--- src/rtl/pwm_sync_pkg.sv ---
package pwm_sync_pkg;

    typedef enum logic [1:0] {
        SRC_LOCAL   = 2'd0,
        SRC_MRELOAD = 2'd1,
        SRC_MSYNC   = 2'd2,
        SRC_EXT     = 2'd3
    } init_src_e;

    typedef struct packed {
        logic own_match;
        logic mreload;
        logic msync;
        logic ext;
    } sync_srcs_t;

    function automatic logic pick_source(init_src_e sel, sync_srcs_t s);
        case (sel)
            SRC_LOCAL:   return s.own_match;
            SRC_MRELOAD: return s.mreload;
            SRC_MSYNC:   return s.msync;
            default:     return s.ext;
        endcase
    endfunction

endpackage

--- src/rtl/pwm_rise_det.sv ---
module pwm_rise_det (
    input  logic clk,
    input  logic rst,
    input  logic level,
    output logic rise
);
    logic prev_q;

    always_ff @(posedge clk) begin
        if (rst) prev_q <= 1'b0;
        else     prev_q <= level;
    end

    assign rise = level & ~prev_q;
endmodule

--- src/rtl/pwm_sub_counter.sv ---
module pwm_sub_counter
    import pwm_sync_pkg::*;
#(
    parameter int CNT_W = 16
) (
    input  logic             clk,
    input  logic             rst,
    input  logic [CNT_W-1:0] init_val,
    input  logic [CNT_W-1:0] mod_val,
    input  logic [1:0]       init_sel,
    input  logic             force_en,
    input  logic             master_reload,
    input  logic             master_sync,
    input  logic             ext_sync,
    input  logic             force_out,
    output logic [CNT_W-1:0] count,
    output logic             local_sync
);
    init_src_e  sel_e;
    sync_srcs_t srcs;
    logic       sel_level;
    logic       src_rise;
    logic       force_rise;
    logic       init_evt;
    logic [CNT_W-1:0] cnt_q;

    assign sel_e      = init_src_e'(init_sel);
    assign local_sync = (cnt_q == mod_val);
    assign srcs       = '{own_match: local_sync, mreload: master_reload,
                          msync: master_sync, ext: ext_sync};
    assign sel_level  = pick_source(sel_e, srcs);

    pwm_rise_det u_src_edge (
        .clk   (clk),
        .rst   (rst),
        .level (sel_level),
        .rise  (src_rise)
    );

    pwm_rise_det u_force_edge (
        .clk   (clk),
        .rst   (rst),
        .level (force_out),
        .rise  (force_rise)
    );

    assign init_evt = src_rise | (force_en & force_rise);

    always_ff @(posedge clk) begin
        if (rst)           cnt_q <= init_val;
        else if (init_evt) cnt_q <= init_val;
        else               cnt_q <= cnt_q + CNT_W'(1);
    end

    assign count = cnt_q;

    // plain step with natural wrap when nothing restarts the counter
    p_step_r1: assert property (@(posedge clk) disable iff (rst)
        !init_evt |=> cnt_q == CNT_W'($past(cnt_q) + CNT_W'(1)))
        else $error("p_step_r1");

    // a detected source edge loads INIT
    p_src_load_r4: assert property (@(posedge clk) disable iff (rst)
        src_rise |=> cnt_q == $past(init_val))
        else $error("p_src_load_r4");

    // in local mode a new modulus match restarts the counter
    p_local_restart_r3: assert property (@(posedge clk) disable iff (rst)
        (sel_e == SRC_LOCAL && $stable(init_sel) && $rose(local_sync))
        |=> cnt_q == $past(init_val))
        else $error("p_local_restart_r3");

    // an enabled force edge loads INIT whatever the select
    p_force_r8: assert property (@(posedge clk) disable iff (rst)
        (force_en && $rose(force_out)) |=> cnt_q == $past(init_val))
        else $error("p_force_r8");
endmodule

--- src/rtl/pwm_sync_array.sv ---
module pwm_sync_array
    import pwm_sync_pkg::*;
#(
    parameter int NUM_SUB = 4,
    parameter int CNT_W   = 16
) (
    input  logic                     clk,
    input  logic                     rst,
    input  logic [NUM_SUB*CNT_W-1:0] init_val,
    input  logic [NUM_SUB*CNT_W-1:0] mod_val,
    input  logic [NUM_SUB*2-1:0]     init_sel,
    input  logic [NUM_SUB-1:0]       force_en,
    input  logic                     ext_sync,
    input  logic                     force_out,
    input  logic                     master_reload,
    output logic [NUM_SUB*CNT_W-1:0] count,
    output logic [NUM_SUB-1:0]       local_sync
);
    localparam int SEL_W = 2;

    logic sync0;

    for (genvar k = 0; k < NUM_SUB; k++) begin : g_sub
        if (k == 0) begin : g_master
            pwm_sub_counter #(.CNT_W(CNT_W)) u_cnt (
                .clk           (clk),
                .rst           (rst),
                .init_val      (init_val[k*CNT_W +: CNT_W]),
                .mod_val       (mod_val[k*CNT_W +: CNT_W]),
                .init_sel      (init_sel[k*SEL_W +: SEL_W]),
                .force_en      (force_en[k]),
                .master_reload (master_reload),
                .master_sync   (sync0),
                .ext_sync      (ext_sync),
                .force_out     (force_out),
                .count         (count[k*CNT_W +: CNT_W]),
                .local_sync    (sync0)
            );
            assign local_sync[k] = sync0;
        end else begin : g_follow
            pwm_sub_counter #(.CNT_W(CNT_W)) u_cnt (
                .clk           (clk),
                .rst           (rst),
                .init_val      (init_val[k*CNT_W +: CNT_W]),
                .mod_val       (mod_val[k*CNT_W +: CNT_W]),
                .init_sel      (init_sel[k*SEL_W +: SEL_W]),
                .force_en      (force_en[k]),
                .master_reload (master_reload),
                .master_sync   (sync0),
                .ext_sync      (ext_sync),
                .force_out     (force_out),
                .count         (count[k*CNT_W +: CNT_W]),
                .local_sync    (local_sync[k])
            );
        end
    end
endmodule

--- config.mk ---
export PLATFORM = sky130hd
export DESIGN_NAME = pwm_sync_array
export DESIGN_NICKNAME = d
export VERILOG_FILES = /design/src/rtl/pwm_sync_pkg.sv /design/src/rtl/pwm_rise_det.sv /design/src/rtl/pwm_sub_counter.sv /design/src/rtl/pwm_sync_array.sv
export SDC_FILE = /design/constraint.sdc
export NUM_CORES = 1
export LEC_CHECK = 0
export ABC_AREA = 1
export BUFFER_PORTS_ARGS = -buffer_cell sky130_fd_sc_hd__clkbuf_2
export CORE_MARGIN = 2
export CORE_UTILIZATION = 45
export DETAILED_ROUTE_END_ITERATION = 10
export HOLD_SLACK_MARGIN = 0.05
export PLACE_DENSITY = 0.72
export SLEW_MARGIN = 20
export SYNTH_ARGS = -nofsm -noshare
export SYNTH_HDL_FRONTEND = slang
export SYNTH_HIERARCHICAL = 1
export SYNTH_SLANG_ARGS = --single-unit
--- constraint.sdc ---
create_clock -name clk -period 3.5 [get_ports clk]
set_input_delay 0.35 -clock clk [delete_from_list [all_inputs] [get_ports clk]]
set_output_delay 0.35 -clock clk [all_outputs]
set_load 0.02 [all_outputs]
# == Word-level counts from Yosys, hierarchy flattened ==
# Index checks and enable logic that the tools add are counted.
# totals
ff_bits,69
latchBits,0
ram_bits,0
rom_bits,0
inputBits,145
output_inout_bits,68
elab_cells,60
memories,0
# op_classes
add_sub_neg,4
multipliers,0
div_mod_pow,0
order_cmp,0
eq_ne,12
shifts,0
n_mux,12
n_bitwise,18
n_reduce_logical,5
# op_table
op,n
16-bit two-way mux,8
16-bit by 1-bit adder with 16-bit output (second input constant),4
16-bit equality test,4
1-bit bitwise AND,9
1-bit one-hot mux with 3 select lines,3
2-bit by 1-bit equality test with 1-bit output (second input constant),4
2-bit equality test (second input constant),4
2-bit logical NOT,4
1-bit inverter,5
1-bit OR,4
1-bit one-hot mux with 2 select lines,1
2-bit OR reduction,1

# == Depth between registers and ports, before layout ==
# logic_depth
word_depth,7
depth_mapped,19

# == Modules after synthesis ==
# The synthesis kept the hierarchy.
# modules_own_cells
mod,n_inst,cells_each,area_each_um2,seq_area_each_um2
pwm_sub_counter,4,221,1223.7,320.3
pwm_rise_det,8,4,31.3,20.0
pwm_sync_array,1,1,7.5,0.0

# == Worst setup path after synthesis ==
# No wires, ideal clock.
# synth_timing
kind,reg2reg
from,reg g_sub[0].g_master.u_cnt.cnt_q[3]
to,reg g_sub[0].g_master.u_cnt.cnt_q[14]
setup_ps,109
arrival_time_ps,2123
t_required_ps,3391
setup_slack_ps,1268
path_stages_with_launch,20
synth_period_minus_slack_ps,2232
cell_sequence,dfxtp_1 inv_1 nand2_1 nand2_1 nor2_1 nand2_1 nor2_1 and2_1 nand2_1 nand2_1 inv_1 nand3_1 inv_1 nor2_1 a21oi_1 nand2_1 inv_1 or2_2 nand2_1 inv_1
# synth_between
elab_chain_cells,6
# synth_rtl
item,line_no,rtl
"start, declared",pwm_sub_counter.sv:25,logic [CNT_W-1:0] cnt_q;
"start signal, assigned",pwm_sub_counter.sv:50,if (rst) cnt_q <= init_val;
"start signal, assigned",pwm_sub_counter.sv:51,else if (init_evt) cnt_q <= init_val;
"start signal, assigned",pwm_sub_counter.sv:52,else cnt_q <= cnt_q + CNT_W'(1);
16-bit equality test,pwm_sub_counter.sv:28,assign local_sync = (cnt_q == mod_val);
net sync0,pwm_sync_array.sv:21,logic sync0;
1-bit one-hot mux with 2 select lines,pwm_sync_pkg.sv:18,case (sel)
net g_sub[0].g_master.u_cnt.sel_level,pwm_sub_counter.sv:21,logic sel_level;
1-bit bitwise AND,pwm_rise_det.sv:14,assign rise = level & ~prev_q;
net g_sub[0].g_master.u_cnt.src_rise,pwm_sub_counter.sv:22,logic src_rise;
1-bit OR,pwm_sub_counter.sv:47,assign init_evt = src_rise | (force_en & force_rise);
16-bit two-way mux,pwm_sub_counter.sv:51,
16-bit two-way mux,pwm_sub_counter.sv:50,
# The timed path passes the listed nets, and every way through them passes these cells.
# A chain may end at the register's enable or synchronous reset.

# == Worst setup path in the final report ==
# layout_timing
from,reg g_sub[0].g_master.u_cnt.cnt_q[8]
to,reg g_sub[0].g_master.u_cnt.cnt_q[14]
# layout_between
elab_chain_cells,6
# layout_rtl
item,line_no
16-bit equality test,pwm_sub_counter.sv:28
1-bit one-hot mux with 2 select lines,pwm_sync_pkg.sv:18
net g_sub[0].g_master.u_cnt.sel_level,pwm_sub_counter.sv:21
1-bit bitwise AND,pwm_rise_det.sv:14
net g_sub[0].g_master.u_cnt.src_rise,pwm_sub_counter.sv:22
1-bit OR,pwm_sub_counter.sv:47
16-bit two-way mux,pwm_sub_counter.sv:51
16-bit two-way mux,pwm_sub_counter.sv:50
# The timed path passes the listed nets, and every way through them passes these cells.

==> results.cfg <==
[critical_path]
required_ns = 3.73
critical_path_peak_fanout = 17
rr_endpoint = g_sub[0].g_master.u_cnt/count[14]$_DFF_P_
worstSetupEndpointType = register
start_kind = register
regToRegStartpoint = g_sub[0].g_master.u_cnt/count[8]$_DFF_P_
rr_worst_depth = 20
critical_path_arrival_ns = 2.94
setup.reg_to_reg.worst_slack_ns = 0.80
critPathKind = register to register

[logic_synthesis]
synth_compound_area_frac = 0.0544
netlist_top_cells_count = sky130_fd_sc_hd__nand2_1, sky130_fd_sc_hd__inv_1, sky130_fd_sc_hd__nor2_1
synth_sequential_area_ratio = 0.280
synth-edff-count = 0
muxShareOfSynthArea = 0
yosysWarnings = 6
synth_area_um2 = 5150
postSynth.asyncResetShare = 0
synth.avg_cell_area_um2 = 5.62
synthXorXnorAreaFrac = 0.0476
synth_top_cell_area_share = 0.280
yosys.cell_count.top_type = sky130_fd_sc_hd__nand2_1
synth_cells = 917
synth_top_cell_by_area = sky130_fd_sc_hd__dfxtp_1
synthTopCellsByArea = sky130_fd_sc_hd__dfxtp_1, sky130_fd_sc_hd__nand2_1, sky130_fd_sc_hd__inv_1
ys_seq_elements = 72
distinct_cells_synth = 22
dominantRegCellSynth = sky130_fd_sc_hd__dfxtp_1
largest_family_of_logic_cells_by_synthesized_area = simple AND/OR/NAND/NOR gates
synth_adder_area_share = 0.00971
postSynthNetCount = 1066
simple_logic_cell_fraction_of_the_synthesized_area = 0.476

[floorplan]
floorplan.initialDensity = 0.457
fp.dieH_um = 111
fp.dieW_um = 111
core_um2 = 11300
design.die.area_um2 = 12300
io_pins = 213
core.rowCount = 39

[min_path]
worstHoldEndpoint = g_sub[0].g_master.u_cnt/count[11]$_DFF_P_
min_delay_path_depth = 3
worstHoldStart = init_val[11]
worstHoldPathType = input pin to register

[job]
cap_violations = 0

[grt]
grt_pass1_vias = 5422
antenna_found_initial = 0
grt_overflow_total = 0
grtUsageTotal = 0.232
global_route_wire_length_before_repair_um = 24000
grt_max_degree = 18

[pwr]
total_power_per_unit_cell_area_nw_per_um2 = 410
worst_vdd_ir_mv = 0.256
power.total_mw = 2.72
cellLeakagePower_nw = 4.04

[sta]
worst_clock_skew_ns = 0.00576
unrepaired_setup_endpoints_after_global_routing = false
slew_viol_final = 0
report.final.setup_viol = 0
timing.final.crit_share = 0.773
final_hold_violating_endpoints = 0
slew_headroom = 0.667
clock.fmax_mhz = 370
worst_pin_slew_ns = 0.499
final_period_minus_worst_setup_slack_ns = 2.70
fin_setup_tns_ns = 0

[cts]
post-cts-setup-buffer-count = 0
clkSlewWorstSetupHoldPaths_ns = 0.06
postCtsHoldBufs = 0
clock_tree_from_tritoncts = built
cts_resized = 0
cts_root_buffer = sky130_fd_sc_hd__clkbuf_16
cts_buffers = 9
clockBufferDepth = 2
clock-sinks = 72
htree_num_levels = 3
clock_insertion_delay_worst_skew_ns = 0.33

[run_status]
outcome = completed

[drt]
avgViaCountPerCell = 4.60
remaining_drc_errors = 0
route.detailed.wl_per_inst_um = 10.9
vias_after_detailed_routing = 5902
routed_wl_um = 13900
drt.antenna.violating_nets = 0
firstDrtPassIters = 5
first_iter_violations = 266

[cells_and_area]
syn_to_final_growth_pct = 28.8
num-fill-cells = 1163
finalNetCount = 1284
drive_gt1_frac = 0.220
antennaDiodeCount = 0

[placed_design]
place.gp.congestion = 0.881
io_buffer_count = 212
place.detailed.hpwl_um = 11200
## registers in the layout (all words and copies together) (netlist names)
register                                  count
g_sub.g_follow.u_cnt/count                   48
g_sub.g_master.u_cnt/count                   16
g_sub.g_follow.u_cnt/u_force_edge/prev_q      3
g_sub.g_follow.u_cnt/u_src_edge/prev_q        3
g_sub.g_master.u_cnt/u_force_edge/prev_q      1
g_sub.g_master.u_cnt/u_src_edge/prev_q        1
## worst max-delay path by stage
| stage | start | to | slack [ns] |
|---|---|---|---|
| 2_1_floorplan | g_sub[0].g_master.u_cnt/count[3]$_DFF_P_ | g_sub[0].g_master.u_cnt/count[14]$_DFF_P_ | 1.27 |
| 3_3_place_gp | g_sub[0].g_master.u_cnt/count[8]$_DFF_P_ | g_sub[0].g_master.u_cnt/count[14]$_DFF_P_ | 0.84 |
| 3_5_place_dp | g_sub[0].g_master.u_cnt/count[8]$_DFF_P_ | g_sub[0].g_master.u_cnt/count[14]$_DFF_P_ | 0.80 |
| 4_1_cts | g_sub[0].g_master.u_cnt/count[8]$_DFF_P_ | g_sub[0].g_master.u_cnt/count[14]$_DFF_P_ | 0.79 |
| 5_1_grt | g_sub[0].g_master.u_cnt/count[2]$_DFF_P_ | g_sub[1].g_follow.u_cnt/count[14]$_DFF_P_ | 0.46 |
| 6_report | g_sub[0].g_master.u_cnt/count[8]$_DFF_P_ | g_sub[0].g_master.u_cnt/count[14]$_DFF_P_ | 0.80 |
## metrics by stage
step / worst slack [ns] / hold slack (ns) / utilization / instances / area [µm²]
4_1_cts: 0.791 / 0.198 / 0.589 / 1282 / 6640
2_1_floorplan: 1.27 / 0.422 / - / 917 / 5150
3_5_place_dp: 0.803 / 0.528 / 0.565 / 1267 / 6370
6_report: 0.796 / 0.209 / 0.589 / 1282 / 6640
3_3_place_gp: 0.844 / 0.521 / 0.565 / 1267 / 6370
5_1_grt: 0.459 / 0.211 / 0.589 / 1282 / 6640
## area by class of cell
type                            instances  area, µm²  share of cell area
Clock buffer                           15        268              0.0403
Inverter                              168        631              0.0950
Tap cell                              143        179              0.0270
Sequential cell                        72       1440               0.217
Timing Repair Buffer                  216       1090               0.164
Multi-Input combinational cell        668       3030               0.456
## cells in the final DEF (no fill, tap or decap)
master,instances
sky130_fd_sc_hd__xnor2_1,4
sky130_fd_sc_hd__a21oi_1,8
sky130_fd_sc_hd__nand3_1,68
sky130_fd_sc_hd__buf_4,4
sky130_fd_sc_hd__or2_2,4
sky130_fd_sc_hd__and2_1,4
sky130_fd_sc_hd__ha_1,4
sky130_fd_sc_hd__clkbuf_1,4
sky130_fd_sc_hd__nor3_2,4
sky130_fd_sc_hd__nand2_2,8
sky130_fd_sc_hd__nand2_1,348
sky130_fd_sc_hd__o21ai_0,32
sky130_fd_sc_hd__clkbuf_16,9
sky130_fd_sc_hd__nor2_1,104
sky130_fd_sc_hd__clkbuf_2,212
sky130_fd_sc_hd__nor2_2,4
sky130_fd_sc_hd__nor3_1,16
sky130_fd_sc_hd__nand4_1,20
sky130_fd_sc_hd__clkbuf_8,2
sky130_fd_sc_hd__dfxtp_1,72
sky130_fd_sc_hd__xor2_1,24
sky130_fd_sc_hd__inv_1,168
sky130_fd_sc_hd__o21bai_1,4
sky130_fd_sc_hd__nor2_4,4
sky130_fd_sc_hd__a31oi_1,8
## worst max-delay path, cell delays in order, from the launching register on
cell	delay, ns
sky130_fd_sc_hd__dfxtp_1	0.44
sky130_fd_sc_hd__inv_1	0.11
sky130_fd_sc_hd__nand2_1	0.07
sky130_fd_sc_hd__nand2_1	0.05
sky130_fd_sc_hd__nor2_1	0.09
sky130_fd_sc_hd__nand2_1	0.05
sky130_fd_sc_hd__nor2_1	0.15
sky130_fd_sc_hd__and2_1	0.26
sky130_fd_sc_hd__nand2_1	0.08
sky130_fd_sc_hd__nand2_1	0.06
sky130_fd_sc_hd__inv_1	0.03
sky130_fd_sc_hd__nand3_1	0.06
sky130_fd_sc_hd__inv_1	0.05
sky130_fd_sc_hd__nor2_1	0.08
sky130_fd_sc_hd__a21oi_1	0.04
sky130_fd_sc_hd__nand2_1	0.05
sky130_fd_sc_hd__buf_4	0.21
sky130_fd_sc_hd__inv_1	0.26
sky130_fd_sc_hd__or2_2	0.35
sky130_fd_sc_hd__nand2_1	0.06
sky130_fd_sc_hd__inv_1	0.03
## metal layers
layer	up-vias	routed length, µm	GRT usage
li1	3240	-	-
met1	2468	6660	0.309
met2	176	6150	0.376
met3	18	865	0.0459
met4	0	247	0.0842
met5	-	0	0
## cells by family after synthesis
logic type                 after synthesis
adders and majority gates                4
and+or+nand+nor                        584
buffers and inverters                  177
AOI/OAI and AO/OA                       52
xor gates and xnor gates                28
DFF                                     72
## report_power, final
part           switching (mW)  total, mW  internal [mW]
Clock                   0.342      0.858          0.516
Combinational           0.505      0.811          0.306
Sequential              0.135       1.05          0.920
Total                   0.982       2.72           1.74
Note: power is estimated with default switching activity, not from simulation.
